File: config.mk
export PLATFORM = sky130hd
export DESIGN_NAME = tlb_sa
export DESIGN_NICKNAME = d
export VERILOG_FILES = /design/src/rtl/tlb_sa.sv
export SDC_FILE = /design/constraint.sdc
export NUM_CORES = 1
export LEC_CHECK = 0
export ABC_AREA = 1
export BUFFER_PORTS_ARGS = -buffer_cell sky130_fd_sc_hd__buf_2
export CAP_MARGIN = 15
export CORE_AREA = 2 2 147 149
export DETAILED_ROUTE_END_ITERATION = 10
export DIE_AREA = 0 0 149 151
export GPL_ROUTABILITY_DRIVEN = 1
export PLACE_DENSITY_LB_ADDON = 0.25
export SKIP_CTS_REPAIR_TIMING = 1
export SLEW_MARGIN = 20
export SYNTH_ARGS = -nofsm -noshare
export SYNTH_HDL_FRONTEND = slang
export SYNTH_SLANG_ARGS = --single-unit
File: constraint.sdc
create_clock -name clk -period 3.3 [get_ports clk]
set_clock_uncertainty 0.15 [all_clocks]
set_input_delay 0.33 -clock clk [delete_from_list [all_inputs] [get_ports clk]]
set_output_delay 0.33 -clock clk [all_outputs]
set_load 0.05 [all_outputs]
File: src/rtl/tlb_sa.sv
module tlb_sa #(
  parameter int VA_W   = 14,
  parameter int PG_W   = 6,
  parameter int SET_W  = 2,
  parameter int WAYS   = 4,
  parameter int PPN_W  = 6,
  parameter int PERM_W = 3
) (
  input  logic              clk,
  input  logic              rst_n,
  input  logic              flush,
  input  logic              lk_valid,
  input  logic [VA_W-1:0]   lk_va,
  output logic              lk_hit,
  output logic              lk_miss,
  output logic [PPN_W-1:0]  lk_ppn,
  output logic [PERM_W-1:0] lk_perm,
  input  logic              fill_en,
  input  logic [VA_W-PG_W-1:0] fill_vpn,
  input  logic [PPN_W-1:0]  fill_ppn,
  input  logic [PERM_W-1:0] fill_perm
);
  localparam int VPN_W  = VA_W - PG_W;
  localparam int TAG_W  = VPN_W - SET_W;
  localparam int SETS   = 1 << SET_W;
  localparam int WIDX_W = (WAYS > 1) ? $clog2(WAYS) : 1;

  logic [TAG_W-1:0]  tag_q  [SETS][WAYS];
  logic [PPN_W-1:0]  ppn_q  [SETS][WAYS];
  logic [PERM_W-1:0] perm_q [SETS][WAYS];
  logic [WAYS-1:0]   valid_q [SETS];
  logic [WIDX_W-1:0] rr_q    [SETS];

  logic [VPN_W-1:0] lk_vpn;
  logic [SET_W-1:0] lk_set, f_set;
  logic [TAG_W-1:0] lk_tag, f_tag;
  logic [WAYS-1:0]  way_match, f_match, f_free;
  logic             lk_unused_offset;
  logic             same_vpn, any_match;

  assign lk_vpn  = lk_va[VA_W-1:PG_W];
  assign lk_set  = lk_vpn[SET_W-1:0];
  assign lk_tag  = lk_vpn[VPN_W-1:SET_W];
  assign f_set   = fill_vpn[SET_W-1:0];
  assign f_tag   = fill_vpn[VPN_W-1:SET_W];
  assign lk_unused_offset = ^lk_va[PG_W-1:0];

  for (genvar w = 0; w < WAYS; w++) begin : g_cmp
    assign way_match[w] = valid_q[lk_set][w] && (tag_q[lk_set][w] == lk_tag);
    assign f_match[w]   = valid_q[f_set][w]  && (tag_q[f_set][w]  == f_tag);
    assign f_free[w]    = !valid_q[f_set][w];
  end

  assign same_vpn  = fill_en && (fill_vpn == lk_vpn);
  assign any_match = |way_match;
  assign lk_hit    = lk_valid && any_match && !same_vpn;
  assign lk_miss   = lk_valid && !lk_hit;

  always_comb begin
    lk_ppn  = '0;
    lk_perm = '0;
    for (int w = 0; w < WAYS; w++) begin
      if (lk_hit && way_match[w]) begin
        lk_ppn  = lk_ppn  | ppn_q[lk_set][w];
        lk_perm = lk_perm | perm_q[lk_set][w];
      end
    end
  end

  logic [WIDX_W-1:0] victim;
  logic              use_rr;

  always_comb begin
    victim = rr_q[f_set];
    use_rr = 1'b0;
    if (|f_match) begin
      for (int w = 0; w < WAYS; w++)
        if (f_match[w]) victim = WIDX_W'(w);
    end else if (|f_free) begin
      for (int w = WAYS - 1; w >= 0; w--)
        if (f_free[w]) victim = WIDX_W'(w);
    end else begin
      use_rr = 1'b1;
    end
  end

  always_ff @(posedge clk or negedge rst_n) begin
    if (!rst_n) begin
      for (int s = 0; s < SETS; s++) begin
        valid_q[s] <= '0;
        rr_q[s]    <= '0;
      end
    end else if (flush) begin
      for (int s = 0; s < SETS; s++) valid_q[s] <= '0;
    end else if (fill_en) begin
      tag_q[f_set][victim]   <= f_tag;
      ppn_q[f_set][victim]   <= fill_ppn;
      perm_q[f_set][victim]  <= fill_perm;
      valid_q[f_set][victim] <= 1'b1;
      if (use_rr)
        rr_q[f_set] <= (rr_q[f_set] == WIDX_W'(WAYS - 1)) ? '0 : rr_q[f_set] + 1'b1;
    end
  end
endmodule

==> qor.json <==
{
  "floorplanning": {
    "core_area_um2": 20800,
    "top_level_ports": 47,
    "start_util": 0.610,
    "design.die.area_um2": 22500,
    "die_x_um": 149,
    "die_h_um": 151,
    "rows": 53
  },
  "power_and_ir_drop": {
    "p_comb_frac": 0.086,
    "cellLeakagePower_nw": 5.92,
    "p_int_mw": 5.44,
    "peakVddDrop_uv": 424,
    "power_switching_mw": 1.67,
    "p_seq_frac": 0.517,
    "switching_share": 0.234,
    "clkPwrFrac": 0.397,
    "power_per_cell_area_nw_per_um2": 489
  },
  "detailed_routing": {
    "drt-initial-drc-count": 1178,
    "met3WireLength_um": 2970,
    "routedWlPerCell_um": 19.7,
    "dr_total_vias": 10200,
    "drt_pre_antenna_iters": 6,
    "m1WireLength_um": 13200,
    "remaining_drc_errors": 0,
    "postRouteWirelength_um": 34000,
    "drtAntennaViolNets": 0,
    "via_per_inst": 5.90,
    "top_signal_layer_used": "met5",
    "met2WireLength_um": 16500
  },
  "yosys": {
    "synth_seq_cells": 264,
    "synth_fp_nets": 1403,
    "syn-instance-count": 1366,
    "predominant_post_synthesis_flop_cell": "edfxtp_1",
    "yosys.area_share.adder": 0.000985,
    "synthDominantAreaCellType": "edfxtp_1",
    "synth.area.mux_share": 0,
    "synthesis.area_per_instance_um2": 9.30,
    "synth-seq-area-share": 0.615,
    "synth.distinct_cells": 38,
    "yosys_warnings": 0,
    "post_synth_xor_xnor_area": 0.00690,
    "netlist_area_um2": 12700,
    "ys_top_cells_by_count": "nand2_1, edfxtp_1, nor2_1",
    "synth-edff-count": 240,
    "synth_largest_type_area_fraction": 0.568,
    "yosys.area_share.simple": 0.254,
    "async_reset_ff_frac": 0.0909,
    "synth_top_cells_by_area": "edfxtp_1, nand2_1, dfrtp_1",
    "synth_top_family_by_area": "simple AND/OR/NAND/NOR gates",
    "synth.most_common_cell": "nand2_1",
    "synth_compound_gate_area_share": 0.0729
  },
  "place": {
    "hpwlAfterDp_um": 20600,
    "dp.cells": 1666,
    "port_buffers": 40,
    "gpl.final_weighted_congestion": 0.929,
    "placed_cell_area_um2": 13500
  },
  "setup_path": {
    "path_class": "reg2out",
    "worstPathCellList": "inv_1, a21oi_2, o21ai_1, nand2_1, nand2_1, nand3b_1, nor2_4, nor2_2, nand2_4, clkbuf_16, nand4_1, nand2_1, inv_1, nand2_1, buf_6",
    "timing.critical_path.to_type": "output port",
    "startpoint_type": "flop",
    "critical_path_required_ns": 2.82,
    "worst_path_largest_cell_delay_ns": 0.35,
    "critical_path.reg2reg.startpoint": "valid_q[5]",
    "cp.arrival_ns": 2.70,
    "critical_path.max_fanout": 7,
    "crit_start": "valid_q[5]",
    "worst_path_most_repeated_cell": "nand2_1",
    "timing.critical_path.slowest_stage_cell": "dfrtp_1"
  },
  "layout": {
    "post_route_cells_drive_above_1_share": 0.111,
    "post-route-util": 0.698,
    "finish.instance_area_um2": 14500,
    "design.final.nets": 1466,
    "instances_no_fill": 1723,
    "area.growth.synth_to_final_pct": 14.5
  },
  "worst_hold_path": {
    "hold_path_class": "in2reg",
    "min_from": "fill_ppn[2]"
  },
  "sta": {
    "setup-tns-final_ns": 0,
    "slew_viol_final": 0,
    "finalWorstPathRequiredPeriod_ns": 3.18,
    "fmax_mhz": 314,
    "slew_headroom": 0.529,
    "worstMarginPinSlew_ns": 0.706,
    "final-setup-viol-count": 0,
    "ratio_of_final_minimum_period_to_clock_period": 0.964,
    "hold_viol_final": 0
  },
  "global_route": {
    "antenna_found_initial": 2,
    "global_route.usage.total": 0.305,
    "grt_pass1_vias": 9567,
    "globalRouteOverflowTotal": 0,
    "grt_pass1_wl_um": 52000,
    "grt_max_degree": 73
  },
  "clock_tree": {
    "clk_latency_ns": 0.55,
    "cts-root-buf": "clkbuf_16",
    "h-tree-depth": 1,
    "clock_buffers_created_by_tritoncts": 27,
    "largest_buffer_count_on_any_clock_path": 3,
    "cts_num_sinks": 264,
    "clk_pin_slew_ns": 0.06,
    "cts_tree": "built"
  },
  "flow_run": {
    "drv_cap": 0
  },
  "run_status": {
    "outcome": "completed"
  }
}
power by group through the flow:
stage,combinational (mW),clock (mW),sequential (mW)
detailed placement,0.585,0,3.74
finish,0.612,2.82,3.67
global placement,0.574,0,3.74
global route,0.675,2.95,3.67
floorplan,0.372,0,3.74
CTS,0.590,2.84,3.67
cell usage in the layout (no fill, tap or decap), types with 5 or more instances in the layout:
master,netlist,final
nand3_1,89,89
nand2_1,496,495
xor2_1,7,7
nand2_2,5,5
buf_12,0,20
a21oi_1,18,17
buf_4,11,44
clkinv_1,1,5
edfxtp_1,240,240
o21ai_1,7,11
clkbuf_16,0,29
dfrtp_1,24,24
o21ai_0,99,95
nand4_1,38,38
buf_2,24,30
o22ai_1,40,40
buf_6,7,7
clkbuf_1,27,9
dlygate4sd3_1,0,5
inv_1,58,57
nor2_1,141,138
through the flow:
step	power, mW	hold slack, ns	setup WS (ns)
after floorplan	4.11	-0.116	0.129
after global placement	4.31	0.195	0.150
after detailed placement	4.33	0.207	0.0803
after CTS	7.10	-0.360	-0.0459
after global routing	7.29	0.0145	-0.0222
final	7.10	0.0137	0.119
routing by layer:
metal / GRT usage / vias to the layer above
li1: - / 4764
met1: 0.404 / 4784
met2: 0.509 / 519
met3: 0.0434 / 95
met4: 0.132 / 2
met5: 0 / -
cell type report:
class | count | area, µm²
sequential | 264 | 7810
fill | 1545 | 6290
multi-input combinational | 965 | 4280
timing repair buffer | 108 | 1060
clock buffer | 36 | 709
tap | 275 | 344
inverter | 63 | 241
clock inverter | 11 | 92.6
antenna | 1 | 2.50
cell families after synthesis:
kind of cell	Yosys count
xor+xnor	10
buf+inv	137
fa+ha+maj	1
flops	264
compound gates	171
simple gates	783
critical path, delay by kind of cell (launching register included):
family | cells | cell delay [ns]
AND/OR/NAND/NOR | 9 | 1.09
buffers and inverters | 4 | 0.49
AO/OA/AOI/OAI | 2 | 0.23
flip-flops | 1 | 0.35
sequential cells by signal (all words and copies together), names as in the netlist:
name / flops
ppn_q: 96
tag_q: 96
valid_q: 16
rr_q: 8
perm_q: 48
worst paths after layout:
kind                                end  slack, ns  cells past startpoint
max                          lk_perm[2]       0.12                     15
max in group asynchronous       rr_q[6]       2.58                      3
min reg2reg                  valid_q[6]       0.34                      2
min in group asynchronous    valid_q[4]       0.17                      3
max reg2reg                perm_q[2][7]       0.42                     14
min                        ppn_q[0][14]       0.01                      1
Power figures use the tool's default switching activity.
